--- config.mk ---
export PLATFORM = sky130hd
export DESIGN_NAME = vblend_unit
export DESIGN_NICKNAME = d
export VERILOG_FILES = /design/src/rtl/vblend_pkg.sv /design/src/rtl/vblend_lane_mux.sv /design/src/rtl/vblend_idx_decode.sv /design/src/rtl/vblend_legality.sv /design/src/rtl/vblend_unit.sv
export SDC_FILE = /design/constraint.sdc
export NUM_CORES = 1
export LEC_CHECK = 0
export BUFFER_PORTS_ARGS = -buffer_cell sky130_fd_sc_hd__buf_2
export CAP_MARGIN = 20
export CORE_AREA = 2 2 405 407
export DETAILED_ROUTE_END_ITERATION = 8
export DIE_AREA = 0 0 407 409
export SYNTH_ARGS = -nofsm -noshare
export SYNTH_HDL_FRONTEND = slang
export SYNTH_SLANG_ARGS = --single-unit
--- constraint.sdc ---
create_clock -name clk -period 1.9 [get_ports clk]
set_input_delay 0.475 -clock clk [delete_from_list [all_inputs] [get_ports clk]]
set_output_delay 0.475 -clock clk [all_outputs]
set_load 0.02 [all_outputs]
--- src/rtl/vblend_pkg.sv ---
package vblend_pkg;
  typedef enum logic [1:0] {
    BM_LEGACY = 2'd0,
    BM_VEX128 = 2'd1,
    BM_VEX256 = 2'd2,
    BM_RSVD   = 2'd3
  } blend_mode_e;
endpackage

--- src/rtl/vblend_lane_mux.sv ---
module vblend_lane_mux
  import vblend_pkg::*;
#(
  parameter int LANE_W       = 64,
  parameter int LANES        = 4,
  parameter int NARROW_LANES = 2,
  localparam int VEC_W       = LANE_W * LANES
) (
  input  blend_mode_e      mode,
  input  logic [VEC_W-1:0] src1,
  input  logic [VEC_W-1:0] src2,
  input  logic [VEC_W-1:0] mask,
  output logic [VEC_W-1:0] result
);
  for (genvar gi = 0; gi < LANES; gi++) begin : g_lane
    logic [LANE_W-1:0] keep_lane;
    logic [LANE_W-1:0] take_lane;
    logic [LANE_W-1:0] pick;
    assign keep_lane = src1[gi*LANE_W +: LANE_W];
    assign take_lane = src2[gi*LANE_W +: LANE_W];
    // only the sign bit of the mask lane steers the choice
    assign pick = mask[gi*LANE_W + LANE_W - 1] ? take_lane : keep_lane;
    if (gi < NARROW_LANES) begin : g_low
      assign result[gi*LANE_W +: LANE_W] = pick;
    end else begin : g_high
      logic [LANE_W-1:0] upper;
      always_comb begin
        unique case (mode)
          BM_LEGACY: upper = keep_lane;
          BM_VEX256: upper = pick;
          default:   upper = '0;
        endcase
      end
      assign result[gi*LANE_W +: LANE_W] = upper;
    end
  end
endmodule

--- src/rtl/vblend_idx_decode.sv ---
module vblend_idx_decode
  import vblend_pkg::*;
#(
  parameter int IDX_W = 4
) (
  input  blend_mode_e      mode,
  input  logic [IDX_W-1:0] imm_hi,
  input  logic             mode32,
  output logic [IDX_W-1:0] idx
);
  always_comb begin
    if (mode == BM_LEGACY) begin
      idx = '0;
    end else if (mode32) begin
      idx = {1'b0, imm_hi[IDX_W-2:0]};
    end else begin
      idx = imm_hi;
    end
  end
endmodule

--- src/rtl/vblend_legality.sv ---
module vblend_legality
  import vblend_pkg::*;
(
  input  blend_mode_e mode,
  input  logic        vex_prefix,
  input  logic        vex_w,
  output logic        illegal
);
  always_comb begin
    unique case (mode)
      BM_LEGACY: illegal = vex_prefix;
      BM_VEX128,
      BM_VEX256: illegal = vex_w;
      default:   illegal = 1'b1;
    endcase
  end
endmodule

--- src/rtl/vblend_unit.sv ---
module vblend_unit
  import vblend_pkg::*;
#(
  parameter int LANE_W       = 64,
  parameter int LANES        = 4,
  parameter int NARROW_LANES = 2,
  parameter int IDX_W        = 4,
  localparam int VEC_W       = LANE_W * LANES
) (
  input  logic             clk,
  input  logic             rst,
  input  logic             in_valid,
  output logic             in_ready,
  input  logic [1:0]       mode,
  input  logic             vex_prefix,
  input  logic             vex_w,
  input  logic             mode32,
  input  logic [7:0]       imm8,
  input  logic [VEC_W-1:0] src1,
  input  logic [VEC_W-1:0] src2,
  input  logic [VEC_W-1:0] mask,
  output logic             out_valid,
  input  logic             out_ready,
  output logic [VEC_W-1:0] out_data,
  output logic [IDX_W-1:0] out_mask_idx,
  output logic             ud_flag
);
  blend_mode_e      mode_e;
  logic [VEC_W-1:0] blend_res;
  logic [IDX_W-1:0] idx_dec;
  logic             illegal;
  logic             accept;
  logic             imm_lo_unused;

  assign mode_e        = blend_mode_e'(mode);
  assign imm_lo_unused = ^imm8[7-IDX_W:0];
  assign in_ready      = !out_valid || out_ready;
  assign accept        = in_valid && in_ready;

  vblend_lane_mux #(
    .LANE_W(LANE_W), .LANES(LANES), .NARROW_LANES(NARROW_LANES)
  ) u_mux (
    .mode(mode_e), .src1(src1), .src2(src2), .mask(mask), .result(blend_res)
  );

  vblend_idx_decode #(.IDX_W(IDX_W)) u_idx (
    .mode(mode_e), .imm_hi(imm8[7:8-IDX_W]), .mode32(mode32), .idx(idx_dec)
  );

  vblend_legality u_legal (
    .mode(mode_e), .vex_prefix(vex_prefix), .vex_w(vex_w), .illegal(illegal)
  );

  always_ff @(posedge clk) begin
    if (rst) begin
      out_valid    <= 1'b0;
      out_data     <= '0;
      out_mask_idx <= '0;
      ud_flag      <= 1'b0;
    end else begin
      ud_flag <= 1'b0;
      if (accept) begin
        if (illegal) begin
          out_valid <= 1'b0;
          ud_flag   <= 1'b1;
        end else begin
          out_valid    <= 1'b1;
          out_data     <= blend_res;
          out_mask_idx <= idx_dec;
        end
      end else if (out_ready) begin
        out_valid <= 1'b0;
      end
    end
  end
endmodule

==> metrics, run 1 <==
outcome=complete, but fails checks; failing checks=setup timing; EDFF count, synth=0; largest cells by area after synthesis=dfxtp_1, a211oi_1, a31oi_1; register share of total power=34.8%; sw frac=33.1%; Async SR Flop Fraction=0%; PD cells=789 mW/mm^2; Initial Utilization=8.39%; mapped cell area=0.0136 sq mm; Final TNS setup=-0.0178 ns; Post-synth top cells=dfxtp_1, a31oi_1, a211oi_1, mux2i_1; yosys warns=0; Fmax=521 MHz; drt via density=3.85; mux share of post-synthesis cell area=19.9%; routed wire length=115000 um; Die X=407 um; Pleak=9.41 nW; clock sink total=262; flops & latches, synth=262; CTS H-tree lvls=1; unrepaired setup endpoints after global routing=yes; CP arrival=1.44 ns; hold crit path type=input port to flip-flop; clock skew=0.0225 ns; CTS max path bufs=3; Crit Path Category=flip-flop to output pin; Pint=12.1 mW; Critical Path Source Type=flip-flop; Inst Count DP=4309; share of post-route cells with drive strength above 1=52.9%; largest net degree at the start of global routing=89; GRT Total Usage=12.9%; area share of xor/xnor cells in the synthesized design=0%; Post-route DRC=0; core area=0.162 sq mm; IO Pins=1048; register area=0.00525 sq mm; Post-Synth Adder-Cell Area=0.276%; Clock Power Share=37.0%; Die Y=409 um; Post-Syn Instances=1390; Final Setup Violations=1; Switch Pwr=5.98 mW; gpl congestion=1.04; area leader, netlist=dfxtp_1; most common cell in the netlist=dfxtp_1; CTS buffer count=31; Worst-path clk slew=0.06 ns; Slew headroom=62.9%; combinational power share=28.2%; CP peak stage delay=0.34 ns; Pins Over Slew Limit=0; # Max-Cap Violations=0; remaining antenna violation count=0; Cell Chain, Critical Path=nor2b_4, buf_6, inv_16, buf_8; WL/cell=26.2 um; CTS root buf=clkbuf_16; dpl hpwl=96400 um; first-pass GRT wire length=145000 um; mean post-synth cell area=9.78 sq um; fin cells=4416; final setup margin=-0.0178 ns; fillers=18.5k; number of I/O port buffers=791; initial antenna violation count=156; Worst-Skew Late Latency=0.63 ns; largest family of logic cells by synthesized area=compound AO/OA/AOI/OAI gates; slowest CP cell=dfxtp_2; Rows=148; drt pass-1 iters=5; Worst Max-Slew Pin Slew=0.555 ns; Tot Pwr=18.1 mW; worst vdd ir=0.715 mV; Compound-Gate Fraction of Synth Area=33.6%; Area growth syn-to-layout=68.2%; multi-input logic area=0.00753 sq mm; Simple-Gate Fraction of Synth Area=0.653%; Final Hold Vio Count=0; fin nets=2976; maximum net fanout on the critical path=2; share of the yosys chip area belonging to registers=38.6%; DR vias=17.0k; Tcrit/Tclk final=101%; vias in the first global route=15.7k; CTS tree=done; Final min period=1.92 ns; ys flop type=dfxtp_1; nature of the critical path endpoint=output pin; syn nets=2178; Yosys top cell area share=38.6%; CP required=1.42 ns; grt ovf=0; Distinct cells, synth=27; Initial DRC Count=1501; Die ar.=0.166 sq mm
power by group through the flow:
| stage | Combinational [mW] | Clock [mW] | Sequential (mW) |
|---|---|---|---|
| 5_1_grt | 5.43 | 7.11 | 6.32 |
| 4_1_cts | 4.94 | 6.96 | 6.27 |
| 3_3_place_gp | 4.81 | 0 | 6.36 |
| 6_report | 5.09 | 6.69 | 6.28 |
| 3_5_place_dp | 4.87 | 0 | 6.37 |
| 2_1_floorplan | 1.93 | 0 | 6.93 |
state kept, by name, summed over array words and instances, names as in the netlist:
name and flops:
out_mask_idx 4, out_data 256, ud_flag 1, out_valid 1
cells by family after synthesis:
group / after synthesis
multiplexers: 255
adder cells (fa/ha/maj): 3
AO/OA/AOI/OAI: 651
AND/OR/NAND/NOR: 14
buffers and inverters: 205
flip-flops: 262
through the flow:
| step | hold WS [ns] | instance area, sq um | setup WS (ns) | utilization, % |
|---|---|---|---|---|
| after detailed placement | 0.463 | 21100 | -1.27 | 13.0 |
| after global placement | 0.458 | 21100 | -1.38 | 13.0 |
| after floorplan | 0.544 | 13600 | -0.0565 | - |
| after global routing | 0.119 | 22800 | -0.0940 | 14.1 |
| final | 0.132 | 22900 | -0.0178 | 14.1 |
| after CTS | 0.0563 | 22400 | -0.0706 | 13.8 |
area by class of cell:
cell class	count	share of cell area [%]
Clock buffer	46	4.29
Clock inverter	11	0.602
Inverter	4	0.137
Antenna cell	29	0.317
Tap cell	2175	11.9
Multi-Input combinational cell	923	32.9
Timing Repair Buffer	966	26.9
Sequential cell	262	22.9
timing repair:
item,in CTS,in global routing
resized for setup,17,26
setup buffers,8,4
pin swaps,1,10
hold buffers,0,0
gates cloned,0,9
setup endpoints to repair,4,116
layer usage:
| metal | vias up | wire, um | global-route usage [%] |
|---|---|---|---|
| met4 | 34 | 4760 | 2.87 |
| met1 | 7992 | 46300 | 16.0 |
| li1 | 7279 | - | - |
| met5 | - | 203 | 0 |
| met2 | 1358 | 51200 | 21.2 |
| met3 | 339 | 13000 | 4.74 |
path summary, 6_finish.rpt:
kind / startpoint / depth (start not counted) / slack [ns] / end
setup / recovery: out_valid$_SDFFE_PP0P_ / 4 / -0.02 / in_ready
hold reg to reg: out_mask_idx[2]$_SDFFE_PP0P_ / 2 / 0.47 / out_mask_idx[2]$_SDFFE_PP0P_
hold / removal: src2[250] / 3 / 0.13 / out_data[250]$_SDFFE_PP0P_
setup reg to reg: out_valid$_SDFFE_PP0P_ / 9 / 0.08 / out_data[154]$_SDFFE_PP0P_
layout by cell type (no fill, tap or decap), types with 6 or more instances in the layout:
master,n
buf_2,782
dfxtp_1,260
a31oi_1,255
a211oi_1,244
mux2i_1,128
mux2_2,127
a22oi_1,127
buf_4,118
buf_12,44
clkbuf_16,40
diode_2,29
clkbuf_8,15
a211oi_2,10
clkinv_2,6
worst max-delay path, delay by kind of cell (launching register included):
| family | cells | cell delay [ns] |
|---|---|---|
| flip-flops | 1 | 0.34 |
| buffers and inverters | 3 | 0.32 |
| AND/OR/NAND/NOR | 1 | 0.15 |
Note: power is estimated with default switching activity, not from simulation.
==> run 2, diff against run 1 <==
--- a/config.mk
+++ b/config.mk
@@ -10,6 +10,7 @@
 export CORE_AREA = 2 2 405 407
 export DETAILED_ROUTE_END_ITERATION = 8
 export DIE_AREA = 0 0 407 409
+export PLACE_DENSITY_LB_ADDON = 0.25
 export SYNTH_ARGS = -nofsm -noshare
 export SYNTH_HDL_FRONTEND = slang
 export SYNTH_SLANG_ARGS = --single-unit
==> run 2 against run 1 <==
  * The run now ends clean
  * Non-clock buffer count down 18
  * Via count down 9.9%
  * Sequential share of layout area up 0.42 points
  * Critical path depth unchanged
  * Setup slack better by 0.12 ns
  * Sequential power down 0.6%
  * Critical endpoint unchanged
  * Highest routed layer unchanged
==> metrics, run 2 (synthesis results as in run 1) <==
# Max-Cap Violations=0 (unchanged); Most flops, register=out_data; clock sink total=262 (unchanged); IO Pins=1048 (unchanged); CTS buffer count=36 (+16%); Final Setup Violations=0 (-1); met1 Usage GRT=11.1% (-4.9 points); Pleak=9.23 nW (-2.0%); CP arrival=1.32 ns (-0.12 ns); Die Y=409 um (unchanged); GR Layer Usage met3=3.52% (-1.2 points); top flop regs=out_data (256), out_mask_idx (4); core area=0.162 sq mm (unchanged); Rows=148 (unchanged); Critical Path Source Type=flip-flop; nature of the critical path endpoint=output pin; initial antenna violation count=51 (-67%); clock skew=0.0383 ns (+0.0158 ns); slowest CP cell=dfxtp_2; CTS tree=done; most common cell after layout, fill and taps aside=buf_2; Initial DRC Count=603 (-60%); hold crit path type=input port to flip-flop; Pins Over Slew Limit=0 (unchanged); Core Util, Final=13.9% (-0.26 points); worst vdd ir=0.449 mV (-37%); maximum net fanout on the critical path=3 (+1); Global Route met2 Usage=15.9% (-5.3 points); CP required=1.42 ns (about the same); CP top delay family=flip-flops; largest net degree at the start of global routing=96 (+7.9%); Worst-Skew Late Latency=0.58 ns (-0.05 ns); Area growth syn-to-layout=65.1%; routed wire length=83200 um (-28%); worst path buffer plus inverter count=3 (unchanged); CP peak stage delay=0.32 ns (-0.02 ns); Post-route DRC=0 (unchanged); outcome=complete, no violations; CTS root buf=clkbuf_16; Final Hold Vio Count=0 (unchanged); grt ovf=0 (unchanged); Post-CTS Hold Buffers=0 (unchanged); fin nets=2963 (-0.44%); share of post-route cells with drive strength above 1=51.6% (-1.3 points); Worst-path clk slew=0.05 ns (about the same); number of I/O port buffers=791 (unchanged); Initial Utilization=8.39% (unchanged); layer with the highest usage=met2; drt via density=3.50 (-9.2%); DR vias=15.3k (-9.9%); WL/cell=19.0 um (-27%); gpl congestion=0.756 (-27%); Crit Path Category=flip-flop to output pin; Die X=407 um (unchanged); drt pass-1 iters=5 (unchanged); number of flip-flops in the largest register=256 (unchanged); CTS max path bufs=3 (unchanged); Fmax=556 MHz (+6.6%); Slew headroom=58.6% (-4.3 points); CTS H-tree lvls=2 (+1); Tot Pwr=17.8 mW (-1.2%); Worst Max-Slew Pin Slew=0.621 ns (+0.0656 ns); Die ar.=0.166 sq mm (unchanged); dpl hpwl=66200 um (-31%); first-pass GRT wire length=114000 um (-21%); remaining antenna violation count=0 (unchanged); GRT Total Usage=9.47% (-3.5 points); Final min period=1.80 ns (-0.119 ns); PD cells=794 mW/mm^2 (+0.62%); Cell Chain, Critical Path=nor2b_4, buf_12, inv_16, buf_6; vias in the first global route=15.2k (-2.9%); Tcrit/Tclk final=94.7% (-6.2 points); most frequent cells in the layout=buf_2, dfxtp_1, a31oi_1; unrepaired setup endpoints after global routing=no
-- run 2: what timing repair did --
action,CTS,global route
gates resized for setup,8,1
setup buffers,3,0
setup endpoints to repair,2,4
endpoints found under the hold margin,0,0
-- run 2: where the power goes --
part           leakage, nW  switching (mW)  internal, mW
Clock                0.564            2.83          3.95
Combinational         6.51            2.77          2.04
Sequential            2.16           0.253          5.99
-- run 2: routing by layer --
metal	routed length, um	up-vias
met3	7660	148
met4	2500	26
met5	188	-
met1	33700	7239
li1	-	7232
met2	39100	671
-- run 2: path summary, 6_finish.rpt --
| path | from | to | slack, ns | cells past startpoint |
|---|---|---|---|---|
| worst max-delay path | out_valid$_SDFFE_PP0P_ | in_ready | 0.10 | 4 |
| worst max register to register | out_valid$_SDFFE_PP0P_ | out_data[115]$_SDFFE_PP0P_ | 0.16 | 7 |
| worst min register to register | out_mask_idx[1]$_SDFFE_PP0P_ | out_mask_idx[1]$_SDFFE_PP0P_ | 0.47 | 2 |
| worst min-delay path | src2[250] | out_data[250]$_SDFFE_PP0P_ | 0.22 | 3 |
-- run 2: layout make-up --
type                       instances  area, sq um
inverter                           4         31.3
multi-input combinational        923         7450
fill                           18600       140000
clock inverter                    12          103
clock buffer                      51         1040
tap                             2175         2720
sequential                       262         5250
timing repair buffer             948         5840
antenna                            6         15.0
-- run 2: per-stage QoR --
step                      area (sq um)  hold slack [ns]  TNS, ns  instances  worst slack [ns]
after floorplan                  13600            0.544   -13.15       1390           -0.0565
after global placement           21200            0.456  -106.18       4309            -0.521
after detailed placement         21200            0.457  -112.06       4309            -0.562
after CTS                        22400            0.158        0       4375           0.00535
after global routing             22400            0.180        0       4378            0.0104
final                            22500            0.224        0       4381             0.101
-- run 2: worst min-delay path, cell delays in order --
cell,delay (ns)
buf_2,0.10
nand3_1,0.07
a311oi_1,0.08
